==> config.mk <==
export PLATFORM = sky130hd
export DESIGN_NAME = reset_manager
export DESIGN_NICKNAME = d
export VERILOG_FILES = /design/src/rtl/reset_manager.sv
export SDC_FILE = /design/constraint.sdc
export NUM_CORES = 1
export LEC_CHECK = 0
export BUFFER_PORTS_ARGS = -buffer_cell sky130_fd_sc_hd__buf_2
export CORE_MARGIN = 5
export CORE_UTILIZATION = 48
export CTS_BUF_LIST = sky130_fd_sc_hd__clkbuf_2
export DETAILED_ROUTE_END_ITERATION = 16
export PLACE_DENSITY_LB_ADDON = 0.08
export SLEW_MARGIN = 20
export SYNTH_ARGS = -nofsm -noshare
export SYNTH_HDL_FRONTEND = slang
export SYNTH_SLANG_ARGS = --single-unit
==> constraint.sdc <==
create_clock -name clk -period 3.4 [get_ports clk]
set_clock_uncertainty 0.1 [all_clocks]
set_input_delay 0.68 -clock clk [delete_from_list [all_inputs] [get_ports clk]]
set_output_delay 0.68 -clock clk [all_outputs]
set_load 0.02 [all_outputs]
==> src/rtl/reset_manager.sv <==
module reset_manager #(
  parameter int DEB_CYCLES = 524288
) (
  input  logic       clk,
  input  logic       por_n,
  input  logic       pad_in,
  output logic       pad_pull_low,
  output logic       chip_rst_n,
  input  logic [2:0] pll_lock,
  output logic [1:0] pll_en_clr,
  input  logic       bus_addr,
  input  logic       bus_wr,
  input  logic [8:0] bus_wdata,
  output logic [8:0] bus_rdata
);
  localparam int CW = $clog2(DEB_CYCLES);

  logic [1:0]    pad_sync;
  logic          filt, filt_d;
  logic [CW-1:0] cnt;
  logic          req, warm_pend;
  logic [2:0]    lk1, lk2, lk3;
  logic          f_por, f_warm;
  logic [2:0]    f_unl;

  wire pad_s     = pad_sync[1];
  wire filt_rise = filt & ~filt_d;
  wire filt_fall = ~filt & filt_d;
  wire stat_wr   = bus_wr & ~bus_addr;
  wire ctrl_wr   = bus_wr & bus_addr;

  always_ff @(posedge clk or negedge por_n)
    if (!por_n) begin
      pad_sync <= 2'b00;
      filt     <= 1'b0;
      filt_d   <= 1'b0;
      cnt      <= '0;
    end else begin
      pad_sync <= {pad_sync[0], pad_in};
      filt_d   <= filt;
      if (pad_s == filt)
        cnt <= '0;
      else if (cnt == CW'(DEB_CYCLES - 1)) begin
        filt <= pad_s;
        cnt  <= '0;
      end else
        cnt <= cnt + 1'b1;
    end

  always_ff @(posedge clk or negedge por_n)
    if (!por_n) chip_rst_n <= 1'b0;
    else        chip_rst_n <= filt;

  always_ff @(posedge clk or negedge por_n)
    if (!por_n)                 req <= 1'b0;
    else if (!filt)             req <= 1'b0;
    else if (ctrl_wr && bus_wdata[0]) req <= 1'b1;

  assign pad_pull_low = req;

  always_ff @(posedge clk or negedge por_n)
    if (!por_n) begin
      warm_pend  <= 1'b0;
      pll_en_clr <= 2'b00;
    end else begin
      if (filt_fall)      warm_pend <= 1'b1;
      else if (filt_rise) warm_pend <= 1'b0;
      pll_en_clr <= {2{filt_rise & warm_pend}};
    end

  always_ff @(posedge clk or negedge por_n)
    if (!por_n) begin
      lk1 <= '0; lk2 <= '0; lk3 <= '0;
    end else begin
      lk1 <= pll_lock; lk2 <= lk1; lk3 <= lk2;
    end

  always_ff @(posedge clk or negedge por_n)
    if (!por_n) begin
      f_por  <= 1'b1;
      f_warm <= 1'b0;
      f_unl  <= 3'b000;
    end else begin
      if (stat_wr && bus_wdata[0]) f_por <= 1'b0;
      if (filt_fall)                f_warm <= 1'b1;
      else if (stat_wr && bus_wdata[8]) f_warm <= 1'b0;
      for (int i = 0; i < 3; i++)
        if (lk3[i] && !lk2[i])           f_unl[i] <= 1'b1;
        else if (stat_wr && bus_wdata[i+1]) f_unl[i] <= 1'b0;
    end

  assign bus_rdata = bus_addr ? {8'b0, req} : {f_warm, 4'b0000, f_unl, f_por};

  AST_FILT_HOLD: assert property (@(posedge clk) disable iff (!por_n)
    (pad_s == filt) |=> $stable(filt));
  AST_WARM_FLAG: assert property (@(posedge clk) disable iff (!por_n)
    $fell(filt) |=> f_warm);
  AST_REQ_HOLD: assert property (@(posedge clk) disable iff (!por_n)
    (req && filt && !(ctrl_wr && 1'b0)) |=> req);
  AST_PLL_PULSE: assert property (@(posedge clk) disable iff (!por_n)
    (pll_en_clr != 2'b00) |=> (pll_en_clr == 2'b00));
  AST_RST_RELEASE: assert property (@(posedge clk) disable iff (!por_n)
    $rose(chip_rst_n) |-> $past(filt));
  AST_POR_STICKY: assert property (@(posedge clk) disable iff (!por_n)
    (f_por && !(stat_wr && bus_wdata[0])) |=> f_por);
endmodule

==> summary.txt <==
Synth
  • FFs w/ async S/R, synth: 1.00
  • Adder-cell area share of the yosys netlist: 0.0217
  • Top_reg_cell synth: dfrtp_1
  • Syn avg cell area: 11.5 sq um
  • Flops & latches, synth: 40
  • Ys Warns: 0
  • Netlist cell types: 33
  • Post-Syn Area: 0.00173 sq mm
  • Sequential share of the synthesized area: 0.579
  • Post-synthesis mux area share: 0.0130
  • Number of synthesized flops with an enable pin: 0
  • Largest family of logic cells by synthesized area: simple AND/OR/NAND/NOR gates
  • Post-synthesis cell count: 151
  • Area fraction in and, or, nand and nor cells after synthesis: 0.212
  • Post-Synth XOR/XNOR Area: 0.0810
  • Compound-Gate Fraction of Synth Area: 0.0477

Min path
  • Hold Crit Class: in -> async

Setup path
  • CP Launch Type: input pin
  • Critical path arrival: 1.34 ns
  • Worst path slowest cell: mux2_2
  • Most common cell on crit path: buf_2
  • Worst-path maximum fanout: 7
  • Worst path cell trace: buf_2, mux2_2, buf_2
  • CP endpoint kind: primary output
  • CP Class: in -> out
  • Required @ worst endpoint: 2.62 ns
  • CP peak stage delay: 0.35 ns

Pwr
  • Switch share: 0.265
  • P_leak: 0.910 nW
  • Pwr dens: 397 mW/mm^2
  • Reg power frac: 0.656
  • Pwr Total: 757 uW
  • Clk pwr share: 0.282
  • Psw: 201 uW
  • Worst vdd ir: 0.000290 V
  • Cell Int Power: 556 uW
  • Comb pwr share: 0.062

CTS
  • Cts repair resizes: 0
  • TritonCTS Buffers: 5
  • CTS Hold Bufs: 0
  • TritonCTS clock tree: built
  • # clock sinks: 40
  • Htree depth: 2
  • Root Driver: clkbuf_2
  • Insertion delay to the later sink of the worst-skew pair: 0.41 ns
  • Clock Tree Buf Depth: 2
  • Clk slew on worst S/H paths: 0.22 ns
  • Post-CTS Setup Bufs: 0

Placed design
  • DP HPWL: 1980 microns
  • Pre-CTS setup slack: 1.29 ns
  • I/O Buffers: 21
  • Gp weighted congestion: 0.766

Final layout
  • Post-synthesis to final-layout area growth: 10.1%
  • Ant diodes: 0
  • Final #Nets: 196
  • Share of layout cells above drive strength 1: 0.243

STA
  • Max frequency: 472 MHz
  • Final Cycle Share: 0.623
  • Slew Limit Headroom: 0.434
  • Final slew viol count: 0
  • Min cycle time layout: 2.12 ns
  • Unrepaired setup endpoints after global routing: false
  • Setup TNS: 0 ns
  • Setup violators final: 0
  • Worst-margin pin slew: 0.850 ns
  • Setup slack after layout: 1.28 ns
  • Final hold violations: 0

Drt
  • DR pass1 iterations: 4
  • DRC Markers: 0
  • Drt wl/cell: 12.7 microns
  • DR iter-0 viols: 39
  • Vias per cell: 5.09
  • Total number of vias: 1135
  • DRT Wirelength: 2830 microns
  • Antenna Nets Post-Route: 0

Floorplanning
  • Die area: 0.00491 sq mm
  • I/O pins: 30
  • Core area: 0.00342 sq mm
  • Num rows: 21
  • Initial Utilization: 0.507
  • Die X: 70.0 microns
  • Die extent in y: 70.0 microns

Global routing
  • Overall Global Routing Usage: 0.127
  • Largest net degree at the start of global routing: 41
  • Vias in the first global route: 1106
  • Overflow after GRT: 0
  • First-pass GRT wire length: 4940 microns
  • Initial antenna violation count: 0

Flow run
  • Max-Cap Viols: 0

Run status
  • Status: complete, no violations
[cell usage after synthesis, types with 4 or more instances]
| master | number | area [sq um] |
|---|---|---|
| xor2_1 | 7 | 61.3 |
| nor2_1 | 20 | 75.1 |
| o21ai_0 | 4 | 20.0 |
| nand3_1 | 8 | 40.0 |
| nand2_1 | 11 | 41.3 |
| dfrtp_1 | 39 | 976 |
| inv_1 | 7 | 26.3 |
| nor2b_1 | 5 | 31.3 |
| buf_4 | 5 | 37.5 |
| xnor2_1 | 9 | 78.8 |
[power by group through the flow]
stage | Sequential (mW) | Clock (mW) | Combinational, mW
after floorplan | 0.503 | 0 | 0.0292
after global placement | 0.505 | 0 | 0.0474
after detailed placement | 0.505 | 0 | 0.0478
after CTS | 0.497 | 0.226 | 0.0479
after global routing | 0.499 | 0.242 | 0.0543
final | 0.496 | 0.214 | 0.0466
[logic make-up after synthesis]
logic type | after synthesis
and+or+nand+nor | 63
DFF | 40
xor gates and xnor gates | 16
AOI/OAI and AO/OA | 13
buffers and inverters | 13
adders and majority gates | 3
muxes | 2
other | 1
[flip-flops by register name, indices dropped and copies added, names as in the netlist]
| name | count |
|---|---|
| chip_rst_n | 1 |
| f_warm | 1 |
| pad_pull_low | 1 |
| lk1 | 3 |
| pll_en_clr | 1 |
| f_unl | 3 |
| cnt | 19 |
| lk3 | 3 |
| pad_sync | 2 |
| warm_pend | 1 |
| filt | 1 |
| f_por | 1 |
| lk2 | 3 |
[area by class of cell]
cell class	instances	area [sq um]
fill	335	1510
sequential	40	1000
multi-input combinational	101	664
timing repair buffer	21	105
tap	46	57.6
inverter	7	26.3
clock buffer	5	25.0
clock inverter	3	23.8
[per-stage QoR]
| step | instances | cell area (sq um) | util | hold WS, ns |
|---|---|---|---|---|
| final | 223 | 1900 | 0.558 | 0.226 |
| after global routing | 223 | 1900 | 0.558 | 0.204 |
| after CTS | 223 | 1900 | 0.558 | 0.229 |
| after detailed placement | 215 | 1860 | 0.543 | 0.236 |
| after global placement | 215 | 1860 | 0.543 | 0.232 |
| after floorplan | 154 | 1740 | - | 0.231 |
[cell usage in the layout, fill, tap and decap left out]
master       n
clkinvlp_4   2
and4_2       1
ha_1         3
dfstp_2      1
xnor2_1      9
nor2b_1      5
nor4b_2      1
nor3_1       1
clkinv_4     1
and2_1       1
o21ai_0      4
nor3_2       1
nor2_1      20
mux2_2       2
a21o_1       1
nor4b_4      1
buf_2       21
or3_1        1
nand3_1      8
a21boi_0     1
a21oi_1      3
dfrtp_1     39
inv_1        7
clkbuf_2     5
conb_1       4
a31oi_1      1
and4_1       3
xor2_1       7
nor4_2       1
and3_1       2
a31o_2       3
nand4_1      3
nand4_2      2
and3_2       1
nand2_1     11
[routing by layer]
metal  vias up  wire length (microns)  track usage  share of wire
met1       548                   1250        0.149           0.44
li1        550                      -            -              -
met4         0                     61       0.0638          0.022
met5         -                      0            0              0
met3         6                    174       0.0445          0.061
met2        31                   1340        0.207           0.47
[worst max-delay path: cells and delay by family]
kind / cells / cell delay (ns)
multiplexers: 1 / 0.35
buffers and inverters: 2 / 0.31
[final timing paths]
path / from / endpoint / slack [ns] / cells past startpoint
worst max-delay path: bus_addr / bus_rdata[0] / 1.28 / 3
worst min-delay path: por_n / pll_en_clr[0]$_DFF_PN0_ / 0.23 / 1
worst max register to register: cnt[0]$_DFF_PN0_ / cnt[2]$_DFF_PN0_ / 1.52 / 5
worst min register to register: pad_sync[0]$_DFF_PN0_ / pad_sync[1]$_DFF_PN0_ / 0.28 / 0
max in group asynchronous: por_n / cnt[14]$_DFF_PN0_ / 2.42 / 1
min in group clk: pll_lock[1] / lk1[1]$_DFF_PN0_ / 0.26 / 1
(Power assumes the default switching activity.)
